--- src/rtl/dsp_shift_pkg.sv ---
package dsp_shift_pkg;
  parameter int ShiftAmtW = 6;

  typedef enum logic [1:0] {
    MODE_HALF     = 2'b00,
    MODE_VEC      = 2'b01,
    MODE_WORD     = 2'b10,
    MODE_WORD_ALT = 2'b11
  } shiftMode_e;

  // strobes from control to datapath
  typedef struct packed {
    logic                 load;
    logic                 left;
    logic [ShiftAmtW-1:0] amt;
    logic                 sat;
    logic                 srcHi;
    logic                 dstHi;
    shiftMode_e           mode;
    logic                 clearSticky;
  } shiftCtrl_t;
endpackage

--- src/rtl/dsp_shift_ctrl.sv ---
module dsp_shift_ctrl
  import dsp_shift_pkg::*;
#(
  parameter int LaneW = 16,
  parameter int CntW  = 6,
  parameter int ImmW  = 5
) (
  input  logic            inValid,
  input  logic            useImm,
  input  logic [CntW-1:0] regCount,
  input  logic [ImmW-1:0] immCount,
  input  logic [1:0]      mode,
  input  logic            satEn,
  input  logic            srcHi,
  input  logic            dstHi,
  input  logic            vsClear,
  output shiftCtrl_t      ctrl
);
  localparam int LowW = $clog2(LaneW);

  logic [CntW-1:0] negCount;
  logic            regPositive;
  logic            immLeft;

  assign negCount    = -regCount;
  assign regPositive = !regCount[CntW-1] && (regCount != '0);
  assign immLeft     = immCount > ImmW'(LaneW);

  always_comb begin
    ctrl             = '0;
    ctrl.load        = inValid;
    ctrl.sat         = satEn;
    ctrl.srcHi       = srcHi;
    ctrl.dstHi       = dstHi;
    ctrl.mode        = shiftMode_e'(mode);
    ctrl.clearSticky = vsClear;
    if (useImm) begin
      ctrl.left = immLeft;
      if (immLeft)
        ctrl.amt = ShiftAmtW'(LaneW) - ShiftAmtW'(immCount[LowW-1:0]);
      else
        ctrl.amt = ShiftAmtW'(immCount);
    end else begin
      ctrl.left = regPositive;
      ctrl.amt  = regPositive ? ShiftAmtW'(regCount) : ShiftAmtW'(negCount);
    end
  end
endmodule

--- src/rtl/dsp_shift_lane.sv ---
module dsp_shift_lane #(
  parameter int W    = 16,
  parameter int AmtW = 6
) (
  input  logic [W-1:0]    din,
  input  logic            left,
  input  logic [AmtW-1:0] amt,
  input  logic            sat,
  output logic [W-1:0]    dout,
  output logic            ovf
);
  logic         signBit;
  logic         wide;
  logic [W-1:0] shl;
  logic [W-1:0] shr;

  assign signBit = din[W-1];
  assign wide    = amt >= AmtW'(W);

  always_comb begin
    if (wide) begin
      shl = '0;
      shr = {W{signBit}};
    end else begin
      shl = din << amt;
      shr = W'($signed(din) >>> amt);
    end
    ovf = left && (shl[W-1] != signBit);
    if (!left)
      dout = shr;
    else if (ovf && sat)
      dout = signBit ? {1'b1, {(W-1){1'b0}}} : {1'b0, {(W-1){1'b1}}};
    else
      dout = shl;
  end
endmodule

--- src/rtl/dsp_shift_dp.sv ---
module dsp_shift_dp
  import dsp_shift_pkg::*;
#(
  parameter int WordW = 32,
  parameter int LaneW = 16
) (
  input  logic             clk,
  input  logic             rst_n,
  input  shiftCtrl_t       ctrl,
  input  logic [WordW-1:0] opA,
  input  logic [WordW-1:0] opDst,
  output logic [WordW-1:0] result,
  output logic             flagV,
  output logic             flagVS
);
  localparam int NumLanes = WordW / LaneW;

  logic [NumLanes-1:0][LaneW-1:0] laneIn;
  logic [NumLanes-1:0][LaneW-1:0] laneOut;
  logic [NumLanes-1:0]            laneOvf;
  logic [WordW-1:0]               wordOut;
  logic                           wordOvf;
  logic [WordW-1:0]               nextRes;
  logic                           nextOvf;
  logic [WordW-1:0]               resReg;
  logic                           vReg;
  logic                           vsReg;

  for (genvar g = 0; g < NumLanes; g++) begin : gLane
    if (g == 0) begin : gSel
      assign laneIn[g] = (ctrl.mode == MODE_HALF && ctrl.srcHi) ?
                         opA[LaneW +: LaneW] : opA[0 +: LaneW];
    end else begin : gDirect
      assign laneIn[g] = opA[g*LaneW +: LaneW];
    end
    dsp_shift_lane #(.W(LaneW), .AmtW(ShiftAmtW)) uLane (
      .din (laneIn[g]),
      .left(ctrl.left),
      .amt (ctrl.amt),
      .sat (ctrl.sat),
      .dout(laneOut[g]),
      .ovf (laneOvf[g])
    );
  end

  dsp_shift_lane #(.W(WordW), .AmtW(ShiftAmtW)) uWord (
    .din (opA),
    .left(ctrl.left),
    .amt (ctrl.amt),
    .sat (ctrl.sat),
    .dout(wordOut),
    .ovf (wordOvf)
  );

  always_comb begin
    nextRes = wordOut;
    nextOvf = wordOvf;
    unique case (ctrl.mode)
      MODE_HALF: begin
        nextRes = opDst;
        nextOvf = laneOvf[0];
        if (ctrl.dstHi) nextRes[LaneW +: LaneW] = laneOut[0];
        else            nextRes[0 +: LaneW]     = laneOut[0];
      end
      MODE_VEC: begin
        nextRes = laneOut;
        nextOvf = |laneOvf;
      end
      default: begin
        nextRes = wordOut;
        nextOvf = wordOvf;
      end
    endcase
  end

  always_ff @(posedge clk or negedge rst_n) begin
    if (!rst_n) begin
      resReg <= '0;
      vReg   <= 1'b0;
      vsReg  <= 1'b0;
    end else begin
      if (ctrl.load) begin
        resReg <= nextRes;
        vReg   <= nextOvf;
      end
      if (ctrl.load && nextOvf) vsReg <= 1'b1;
      else if (ctrl.clearSticky) vsReg <= 1'b0;
    end
  end

  assign result = resReg;
  assign flagV  = vReg;
  assign flagVS = vsReg;
endmodule

--- src/rtl/dsp_shift_unit.sv ---
module dsp_shift_unit
  import dsp_shift_pkg::*;
#(
  parameter int WordW = 32,
  parameter int CntW  = 6,
  parameter int ImmW  = 5
) (
  input  logic             clk,
  input  logic             rst_n,
  input  logic             inValid,
  input  logic             useImm,
  input  logic [CntW-1:0]  regCount,
  input  logic [ImmW-1:0]  immCount,
  input  logic [1:0]       mode,
  input  logic             satEn,
  input  logic             srcHi,
  input  logic             dstHi,
  input  logic             vsClear,
  input  logic [WordW-1:0] opA,
  input  logic [WordW-1:0] opDst,
  output logic [WordW-1:0] result,
  output logic             flagV,
  output logic             flagVS
);
  localparam int LaneW = WordW / 2;

  shiftCtrl_t ctrl;

  dsp_shift_ctrl #(.LaneW(LaneW), .CntW(CntW), .ImmW(ImmW)) uCtrl (
    .inValid (inValid),
    .useImm  (useImm),
    .regCount(regCount),
    .immCount(immCount),
    .mode    (mode),
    .satEn   (satEn),
    .srcHi   (srcHi),
    .dstHi   (dstHi),
    .vsClear (vsClear),
    .ctrl    (ctrl)
  );

  dsp_shift_dp #(.WordW(WordW), .LaneW(LaneW)) uDp (
    .clk   (clk),
    .rst_n (rst_n),
    .ctrl  (ctrl),
    .opA   (opA),
    .opDst (opDst),
    .result(result),
    .flagV (flagV),
    .flagVS(flagVS)
  );
endmodule

--- config.mk ---
export PLATFORM = sky130hd
export DESIGN_NAME = dsp_shift_unit
export DESIGN_NICKNAME = d
export VERILOG_FILES = /design/src/rtl/dsp_shift_pkg.sv /design/src/rtl/dsp_shift_ctrl.sv /design/src/rtl/dsp_shift_lane.sv /design/src/rtl/dsp_shift_dp.sv /design/src/rtl/dsp_shift_unit.sv
export SDC_FILE = /design/constraint.sdc
export NUM_CORES = 1
export LEC_CHECK = 0
export BUFFER_PORTS_ARGS = -buffer_cell sky130_fd_sc_hd__buf_2
export CORE_MARGIN = 2
export CORE_UTILIZATION = 31
export CTS_BUF_LIST = sky130_fd_sc_hd__clkbuf_16
export DETAILED_ROUTE_END_ITERATION = 8
export GPL_TIMING_DRIVEN = 1
export SYNTH_ARGS = -nofsm -noshare
export SYNTH_HDL_FRONTEND = slang
export SYNTH_HIERARCHICAL = 1
export SYNTH_SLANG_ARGS = --single-unit
export TNS_END_PERCENT = 100
--- constraint.sdc ---
create_clock -name clk -period 0.95 [get_ports clk]
set_clock_uncertainty 0.2 [all_clocks]
set_input_delay 0.19 -clock clk [delete_from_list [all_inputs] [get_ports clk]]
set_output_delay 0.19 -clock clk [all_outputs]
set_load 0.02 [all_outputs]
Word-level counts from Yosys, hierarchy flattened

Cells that the tools add are included.

Add/subtract/negate cells: 2
Order comparisons: 3
Equal/unequal tests: 4
Shift operators: 6
Muxes and demuxes: 25
Reduce and logical (&&, ||, !) cells: 14

Operator list:

| operator                                                           | count |
|---|---|
| 2-to-1 mux 16 bit                                                  | 13 |
| 2-to-1 mux 32 bit                                                  | 5 |
| one-hot mux 32 bit (2 select lines)                                | 1 |
| left shift 16 x 6 -> 16 bit                                        | 2 |
| left shift 32 x 6 -> 32 bit                                        | 1 |
| >>> shifter 16 x 6 -> 16 bit                                       | 2 |
| >>> shifter 32 x 6 -> 32 bit                                       | 1 |
| 2-to-1 mux 6 bit                                                   | 2 |
| logical AND 1 bit                                                  | 9 |
| 2-to-1 mux 7 bit                                                   | 1 |
| greater-or-equal comparator 6 x 5 -> 1 bit (second input constant) | 1 |
| greater-or-equal comparator 6 bit (second input constant)          | 1 |
| negation 6 bit                                                     | 1 |
| nonzero test 6 bit                                                 | 1 |
| subtractor 5 x 4 -> 6 bit (first input constant)                   | 1 |
| > comparator 5 bit (second input constant)                         | 1 |
| inequality test 1 bit                                              | 3 |
| == test 2 x 1 -> 1 bit (second input constant)                     | 1 |
| zero test 2 bit                                                    | 1 |
| 2-to-1 mux 1 bit                                                   | 2 |
| one-hot mux 1 bit (2 select lines)                                 | 1 |
| nonzero test 2 bit                                                 | 1 |
| OR reduction 2 bit                                                 | 1 |
| zero test 1 bit                                                    | 1 |

Bits in registers: 34
Bits of input ports: 85
Output and inout port bits: 34
Logic and storage cells: 57

Longest topological paths before layout

Gate-level depths: netlist (run 1).

Word-level depth: 13
Gate-level depth with buffers: 19
Gate-level depth less buffers: 15

By module

The synthesis (run 1) kept the hierarchy.

Modules (own cells, without submodules):

| module                                  | instances | cells each | area each (µm²) |
|---|---|---|---|
| dsp_shift_lane (uDp.uWord)              | 1         | 537        | 4615.7 |
| dsp_shift_lane (uDp.gLane[0].uLane ...) | 2         | 270        | 1888.1 |
| dsp_shift_dp                            | 1         | 280        | 2481.1 |
| dsp_shift_ctrl                          | 1         | 52         | 326.6 |

Worst setup path before layout (run 1)

No wires, ideal clock.

Kind: input-to-reg
Start point: in immCount[1]
End point: reg uDp.resReg[21], in the netlist uDp/result[21]
Setup time: 0.121 ns
Arrival: 3.334 ns
Data required time: 0.629 ns
Path slack: -2.705 ns
Cell stages on the path: 17
Buffers on the path: 3
Cell sequence: inv_1 -> ha_1 -> nand2b_1 -> o21ai_0 -> mux2i_1 -> a311oi_1 -> buf_2 -> buf_2 -> buf_1 -> mux2i_1 -> mux2i_1 -> a21oi_1 -> o21bai_1 -> o31ai_1 -> nand2_1 -> o211ai_1 -> o22a_1

RTL lines:

| element                | RTL line             | RTL |
|---|---|---|
| start: declaration     | dsp_shift_unit.sv:13 | `input logic [ImmW-1:0] immCount,` |
| end signal: assignment | dsp_shift_dp.sv:83   | `resReg <= nextRes;` |
| end: declaration       | dsp_shift_dp.sv:25   | `logic [WordW-1:0] resReg;` |

==> flow_metrics.tcl, run 1 <==
set metrics [dict create \
    status "complete, but fails checks" \
    violations "negative hold slack, negative setup slack" \
    synth-seq-cells 34 \
    syn_to_final_growth_pct 54.6 \
    wl_per_cell_um 23.2 \
    ys_seq_area_frac 0.0760 \
    synth_area_per_cell_um2 7.95 \
    synth_edf_count 0 \
    relSlewSlack 0.392 \
    detail_route.drc_violations 0 \
    cts_made_buffers 5 \
    boundaryPins 119 \
    synth_cell_type_count 82 \
    vias 14455 \
    cts_tree "yes" \
    crit_start "regCount[4]" \
    grtUsageTotal 0.278 \
    drv_slew 0 \
    synth_area_um2 11200 \
    grt_max_degree 98 \
    antenna_cells 0 \
    die_x_um 194 \
    syn_nets 1496 \
    fin_ws_ns -2.59 \
    dp_slack_ns -3.00 \
    worst_pin_slew_ns 0.912 \
    root_buffer "clkbuf_16" \
    stdcell_area_um2 17300 \
    viasPerCell 6.08 \
    rows 69 \
    port-buffer-count 118 \
    path_max_fanout 6 \
    place_area_um2 15600 \
    die_h_um 194 \
    yosysTopAreaCell "mux4_2" \
    netlist.area_leader.share 0.147 \
    leakage_nw 7.31 \
    cellPowerDensity_nw_per_um2 1230 \
    timing.fmax_mhz 282 \
    clk_pin_slew_ns 0.05 \
    dieArea_um2 37700 \
    endpoint_kind "flop" \
    start_util 0.315 \
    place.gp.congestion 1.03 \
    drive_gt1_frac 0.514 \
    post-route-period-util 3.73 \
    hold_start "vsClear" \
    cts_hold_buffers 1 \
    hold_viol 1 \
    drtIter0Drc 1769 \
    antenna_found_initial 0 \
    peakVddDrop_mv 2.01 \
    period_needed_ns 3.54 \
    ys_top_cells_by_area "mux4_2 (15%), mux2i_1 (12%), mux2_2 (8.2%)" \
    setup-violations-final 68 \
    final.setup.tns_ns -92.41 \
    worstPathArrival_ns 3.50 \
    grt-ovfl-total 0 \
    grt_pass1_wl_um 83100 \
    r2r-start "uDp/result[18]" \
    coreArea_um2 35600 \
    grt_pass1_vias 13931 \
    drv_cap 0 \
    cts_sinks 34 \
    power.total_mw 21.3 \
    netlist_instances 1409 \
    hpwl_um 43300 \
    num-nets-final 2004 \
    rsz0062_at_grt "yes" \
    ys_async_sr_fraction 1.00 \
    synthFlopType "dfrtp_1" \
    hold_path_class "in -> reg" \
    critPathRequiredTime_ns 0.91 \
    drt-total-wl_um 55100 \
    cts_buffer_depth 2 \
    clk_latency_ns 0.28 \
    startpoint_type "primary input" \
    hold_slack_ns -0.0879 \
    drt_first_pass_iters 6 \
    ant_nets 0 \
    synth_warnings 6 \
    htree_levels 2 \
    worst-setup-path-type "in -> reg" \
]
==> path summary, 6_finish.rpt <==
path | end | slack [ns] | depth (start not counted)
worst max-delay path | uDp/result[16] | -2.59 | 18
worst min-delay path | uDp/flagVS | -0.09 | 2
worst max register to register | uDp/result[18] | -0.22 | 3
worst min register to register | uDp/result[29] | 0.34 | 1
max in group asynchronous | uDp/result[15] | 0.16 | 3
min in group asynchronous | uDp/result[12] | 0.21 | 3
==> sequential cells by signal (all words and copies together), names as in the netlist <==
name / count
uDp/flagVS: 1
uDp/flagV: 1
uDp/result: 32
==> worst max-delay path, stage by stage <==
cell,delay [ns]
buf_6,0.10
nor3_4,0.23
a21oi_4,0.09
or4_4,0.56
nand3_4,0.11
buf_12,0.14
mux4_2,0.29
mux2_4,0.30
o221ai_4,0.17
buf_12,0.16
a31oi_4,0.11
buf_12,0.17
o211ai_4,0.26
buf_4,0.17
o2bb2ai_2,0.05
nand2_1,0.06
o211ai_1,0.12
o22a_1,0.21
==> cells in the final DEF (no fill, tap or decap), types with 56 or more instances in the layout <==
cell and instances:
buf_4 482, nor2_1 87, mux2_2 77, o21ai_0 62
buf_2 77, a21oi_1 73, nor3_1 56, nand2_1 168
mux4_2 73, o211ai_1 70, mux2i_1 121
==> power by group <==
group | total [mW] | internal (mW) | switching (mW)
sequential | 1.94 | 1.71 | 0.233
clock | 1.58 | 0.956 | 0.627
combinational | 17.7 | 8.63 | 9.10
==> stage by stage <==
step                      std cells  utilization
after detailed placement       2306        0.439
after floorplan                1409            -
final                          2379        0.487
after global placement         2306        0.439
after global routing           2379        0.487
after CTS                      2353        0.471
==> Yosys cell counts (10+ instances only) <==
master    number
nand2_1      172
mux2i_1      134
nor2_1        94
a21oi_1       82
mux2_2        82
o21ai_0       80
mux4_2        73
o211ai_1      70
clkbuf_1      62
nor3_1        61
buf_2         41
dfrtp_1       34
o22a_1        33
inv_1         26
a211oi_1      25
nand3_1       22
buf_4         20
buf_6         18
nand2b_1      18
a22oi_1       16
o22ai_1       16
nor2b_1       12
and2_1        11
o21a_1        10
==> per-layer routing <==
layer / share of wire / global-route usage
met2: 0.46 / 0.452
met5: 0 / 0
met3: 0.080 / 0.0252
met1: 0.42 / 0.385
met4: 0.044 / 0.101
==> logic make-up after synthesis <==
logic type	share of synthesized area
AND/OR/NAND/NOR	0.178
multiplexers	0.350
adder cells (fa/ha/maj)	0.00223
AO/OA/AOI/OAI	0.305
buffers and inverters	0.0843
XOR/XNOR	0.00391
flip-flops	0.0760
==> what timing repair did <==
| item | in CTS | in global routing |
|---|---|---|
| hold endpoints to repair | 35 | 1 |
| cloned | 3 | 1 |
| pin swaps | 48 | 90 |
| setup endpoints to repair | 68 | 68 |
| gates resized for setup | 157 | 78 |
| setup buffers | 36 | 27 |
==> area by class of cell <==
cell class / count / area, µm²
clock buffers: 5 / 125
clock inverters: 3 / 16.3
fillers: 3406 / 18300
inverters: 29 / 129
multi-input cells: 1196 / 10200
flip-flops and latches: 34 / 851
well taps: 461 / 577
repair buffers: 651 / 5370
Note: power is estimated with default switching activity, not from simulation.
==> run 2: changes to the inputs <==
Clock period 0.95 ns to 4.6 ns, I/O delays scaled along.
==> run 2 against run 1 <==
Against the previous run:
- the flow now finishes without violations
- core utilization shrank 9.2 points
- non-clock buffer count shrank 259
- worst hold slack gained 0.38 ns
- final area shrank 19%
- via count shrank 7.0%
- sequential cell count is the same
- power shrank 83%
- clock power shrank 80%
==> flow_metrics.tcl, run 2 (synthesis gave the netlist of run 1 again) <==
set metrics [dict create \
    dp_slack_ns -0.426 \
    place.gp.congestion 1.01 \
    wl_per_cell_um 24.3 \
    final_util 0.395 \
    coreArea_um2 35600 \
    rows 69 \
    placedCellCount 2105 \
    busiest_layer "met2" \
    nFillCells 3660 \
    hold_path_class "reg -> reg" \
    grt_max_degree 99 \
    ant_nets 0 \
    port-buffer-count 118 \
    num-nets-final 1745 \
    detail_route.drc_violations 0 \
    htree_levels 2 \
    die_x_um 194 \
    antenna_cells 0 \
    drtIter0Drc 1444 \
    met1_usage 0.341 \
    dieArea_um2 37700 \
    clk_latency_ns 0.27 \
    worst-setup-path-type "in -> reg" \
    cellPowerDensity_nw_per_um2 259 \
    path_max_fanout 14 \
    grt_pass1_vias 12933 \
    power.total_mw 3.64 \
    fin_ws_ns 0.185 \
    timing.fmax_mhz 226 \
    worstPathArrival_ns 4.43 \
    syn_to_final_growth_pct 25.4 \
    viasPerCell 6.34 \
    clk_pin_slew_ns 0.05 \
    cts_tree "yes" \
    drv_cap 0 \
    cts_buffer_depth 2 \
    peakVddDrop_mv 0.142 \
    worst_pin_slew_ns 0.967 \
    grtUsageTotal 0.262 \
    layout_common_cells "buf_4 (258), nand2_1 (172), mux2i_1 (133)" \
    hold_viol 0 \
    final_common_cell "buf_4" \
    endpoint_kind "flop" \
    cts_made_buffers 5 \
    drive_gt1_frac 0.375 \
    boundaryPins 119 \
    post-route-period-util 0.960 \
    vias 13448 \
    status "complete, no violations" \
    drt_first_pass_iters 5 \
    use_met3 0.0212 \
    drv_slew 0 \
    leakage_nw 5.74 \
    use_met2 0.442 \
    grt_pass1_wl_um 78400 \
    period_needed_ns 4.42 \
    final_cells 2120 \
    die_h_um 194 \
    relSlewSlack 0.356 \
    grt-ovfl-total 0 \
    hpwl_um 39700 \
    largest_reg_flops 32 \
    antenna_found_initial 0 \
    start_util 0.315 \
    startpoint_type "primary input" \
    cts_sinks 34 \
    critPathRequiredTime_ns 4.61 \
    drt-total-wl_um 51500 \
    root_buffer "clkbuf_16" \
    setup-violations-final 0 \
]
[run 2: changes by cell type in the layout (fill, tap and decap cells not counted), moves of 9 or more]
cell	before	now
a211oi_1	16	25
buf_12	29	16
buf_2	77	117
buf_4	482	258
buf_6	55	1
mux2i_1	121	133
o21ai_0	62	74
[run 2: path summary, 6_finish.rpt]
check                                from        endpoint  slack (ns)  cells past startpoint
max                           regCount[1]  uDp/result[11]        0.18                     18
min                         uDp/result[5]   uDp/result[5]        0.30                      1
max reg2reg                uDp/result[19]  uDp/result[19]        3.67                      1
min reg2reg                 uDp/result[5]   uDp/result[5]        0.30                      1
max in group asynchronous           rst_n  uDp/result[18]        3.17                      1
min in group asynchronous           rst_n   uDp/result[5]        0.53                      1
[run 2: cell type report]
cell class                      instances  area, µm²  share of cell area
Clock inverter                          3       12.5            0.000891
Sequential cell                        34        851              0.0606
Timing Repair Buffer                  392       2850               0.203
Clock buffer                            5        125             0.00891
Multi-Input combinational cell       1196       9520               0.678
Inverter                               29        109             0.00775
Tap cell                              461        577              0.0411
[run 2: per-layer routing]
layer  wire length [µm]  part of all wire
met2              24600              0.48
met3               3280             0.064
met5                  0                 0
met4               2550             0.050
met1              21100              0.41
[run 2: through the flow]
step / instance area, µm² / setup TNS [ns] / hold slack (ns)
final: 14000 / 0 / 0.296
after CTS: 13900 / 0 / 0.297
after floorplan: 11200 / 0 / 0.406
after global placement: 13800 / -5.50 / 0.285
after global routing: 14000 / -0.000301 / 0.316
after detailed placement: 13800 / -7.67 / 0.285
[run 2: power breakdown]
group          switching (mW)  internal [mW]  leakage (nW)
sequential             0.0385          0.353         0.393
combinational            1.65           1.28          5.27
clock                   0.122          0.196        0.0724
[run 2: worst max-delay path: stages]
cell      delay [ns]
buf_2           0.10
inv_1           0.08
ha_1            0.22
nor2_1          0.07
xnor2_1         0.27
o21ai_4         0.11
buf_12          0.17
buf_4           0.20
or2_2           0.29
o221ai_1        0.36
o221ai_4        0.24
a31oi_4         0.31
buf_4           0.19
nor3_1          0.05
nor4_1          0.41
nand2_1         0.13
o211ai_1        0.15
o22a_1          0.14
[run 2: what timing repair did]
| item | 4_1_cts | 5_1_grt |
|---|---|---|
| setup endpoints to repair | 10 | 32 |
| setup buffers | 1 | 6 |
| pin swaps | 1 | 5 |
| gates resized for setup | 1 | 11 |
| hold buffers | 0 | 0 |
==> run 3: changes to the inputs <==
Settings changed: CORE_MARGIN 2 to 5.
==> run 3 against run 2 <==
Against the previous run:
- global-route usage fell by 1.4 points
- first-iteration DRC count rose by 9.1%
- core utilization fell by 0.58 points
- via count fell by 2.8%
- clock-buffer cell count did not move
- fmax fell by 0.22%
- sequential share of layout area rose by 0.076 points
- worst hold slack improved by 0.0099 ns
- largest cell class unchanged
==> flow_metrics.tcl, run 3 (synthesis gave the netlist of run 1 again) <==
set metrics [dict create \
    status "complete, no violations" \
    worst-setup-path-type "in -> reg" \
    period_needed_ns 4.43 \
    cts_buffer_depth 2 \
    timing.fmax_mhz 226 \
    cellPowerDensity_nw_per_um2 263 \
    grt-ovfl-total 0 \
    endpoint_kind "flop" \
    leakage_nw 5.61 \
    detail_route.drc_violations 0 \
    grtUsageTotal 0.248 \
    layout_common_cells "buf_4 (230), nand2_1 (172), mux2i_1 (133)" \
    cts_sinks 34 \
    power.total_mw 3.64 \
    final.setup.tns_ns 0 \
    clk_pin_slew_ns 0.06 \
    vias 13072 \
    die_h_um 200 \
    clk_latency_ns 0.28 \
    startpoint_type "primary input" \
    wl_per_cell_um 24.5 \
    hpwl_um 39900 \
    num-nets-final 1715 \
    p_sw_frac 0.496 \
    peakVddDrop_mv 0.140 \
    final_common_cell "buf_4" \
    critPathRequiredTime_ns 4.57 \
    combPwrFrac 0.786 \
    antenna_cells 0 \
    drv_slew 0 \
    grt_max_degree 98 \
    relSlewSlack 0.359 \
    power_frac_seq 0.108 \
    p_int_mw 1.84 \
    path_max_fanout 18 \
    syn_to_final_growth_pct 23.9 \
    rsz0062_at_grt "yes" \
    port-buffer-count 118 \
    post-route-period-util 0.962 \
    die_x_um 200 \
    worstPathArrival_ns 4.39 \
    worst_pin_slew_ns 0.961 \
    viasPerCell 6.25 \
    cts_made_buffers 5 \
    ant_nets 0 \
    boundaryPins 119 \
    dieArea_um2 40000 \
    place.gp.congestion 1.05 \
    p_sw_mw 1.81 \
    setup-violations-final 0 \
    grt_pass1_wl_um 77800 \
    htree_levels 2 \
    drv_cap 0 \
    hold_path_class "reg -> reg" \
    antenna_found_initial 1 \
    cts_tree "yes" \
    rows 69 \
    final_util 0.389 \
    drt_first_pass_iters 6 \
    start_util 0.314 \
    grt_pass1_vias 12691 \
    hold_viol 0 \
    largest_reg_flops 32 \
    power_frac_clock 0.106 \
    drt-total-wl_um 51300 \
    root_buffer "clkbuf_16" \
    drtIter0Drc 1575 \
    drive_gt1_frac 0.366 \
    coreArea_um2 35700 \
]
-- run 3: changes by cell type in the layout (fill, tap and decap cells not counted), moves of 2 or more --
| cell | previous run | this run |
|---|---|---|
| buf_4 | 258 | 230 |
| o21ai_0 | 74 | 76 |
| o21ai_1 | 3 | 1 |
| a32oi_2 | 2 | 0 |
| clkinv_1 | 3 | 1 |
| a32oi_1 | 2 | 4 |
-- run 3: power groups by stage --
stage	logic, mW	clock network (mW)	registers [mW]
floorplan	1.61	0	0.453
global placement	2.76	0	0.398
detailed placement	2.77	0	0.398
CTS	2.78	0.392	0.393
global route	3.03	0.401	0.396
finish	2.86	0.387	0.393
-- run 3: what timing repair did --
item                       4_1_cts  5_1_grt
hold buffers                     0        0
buffers inserted                 0        4
setup endpoints to repair        3       32
cloned                           0        0
resized for setup                1       15
pin swaps                        0        2
-- run 3: area by class of cell --
| class | instances | area, µm² |
|---|---|---|
| Multi-Input combinational cell | 1196 | 9560 |
| Fill cell | 3696 | 21800 |
| Clock inverter | 3 | 41.3 |
| Tap cell | 461 | 577 |
| Clock buffer | 5 | 125 |
| Sequential cell | 34 | 851 |
| Timing Repair Buffer | 362 | 2610 |
| Inverter | 29 | 109 |
-- run 3: stage by stage --
step	area [µm²]	hold WS (ns)	cells	worst slack [ns]
after global routing	13900	0.323	2090	-0.0455
after global placement	13600	0.284	2078	-0.294
after detailed placement	13600	0.289	2078	-0.321
after floorplan	11200	0.406	1409	0.215
after CTS	13800	0.305	2086	0.0381
final	13900	0.306	2090	0.175
-- run 3: final timing paths --
| kind | from | to | slack [ns] | depth (start not counted) |
|---|---|---|---|---|
| setup / recovery | immCount[0] | uDp/result[6] | 0.17 | 19 |
| hold / removal | uDp/result[29] | uDp/result[29] | 0.31 | 1 |
| setup reg to reg | uDp/result[1] | uDp/result[1] | 3.67 | 1 |
| hold reg to reg | uDp/result[29] | uDp/result[29] | 0.31 | 1 |
| max in group asynchronous | rst_n | uDp/result[23] | 3.12 | 1 |
| min in group asynchronous | rst_n | uDp/result[5] | 0.54 | 1 |
-- run 3: critical path, cell delays in order --
cell and delay (ns):
buf_2 0.09, inv_1 0.04, ha_1 0.21, buf_4 0.14
nor2b_1 0.14, xnor2_1 0.16, nand2_1 0.12, o21ai_4 0.25
buf_12 0.24, buf_4 0.20, mux4_2 0.36, mux2_2 0.34
a22o_1 0.24, a311oi_1 0.35, buf_4 0.18, a21oi_1 0.04
nand2_1 0.07, o211ai_1 0.10, o22a_1 0.19
-- run 3: per-layer routing --
| layer | vias to the layer above | track usage | part of all wire |
|---|---|---|---|
| met2 | 722 | 0.420 | 0.48 |
| met4 | 0 | 0.101 | 0.049 |
| met1 | 6315 | 0.322 | 0.40 |
| li1 | 5905 | - | - |
| met3 | 130 | 0.0295 | 0.074 |
| met5 | - | 0 | 0 |
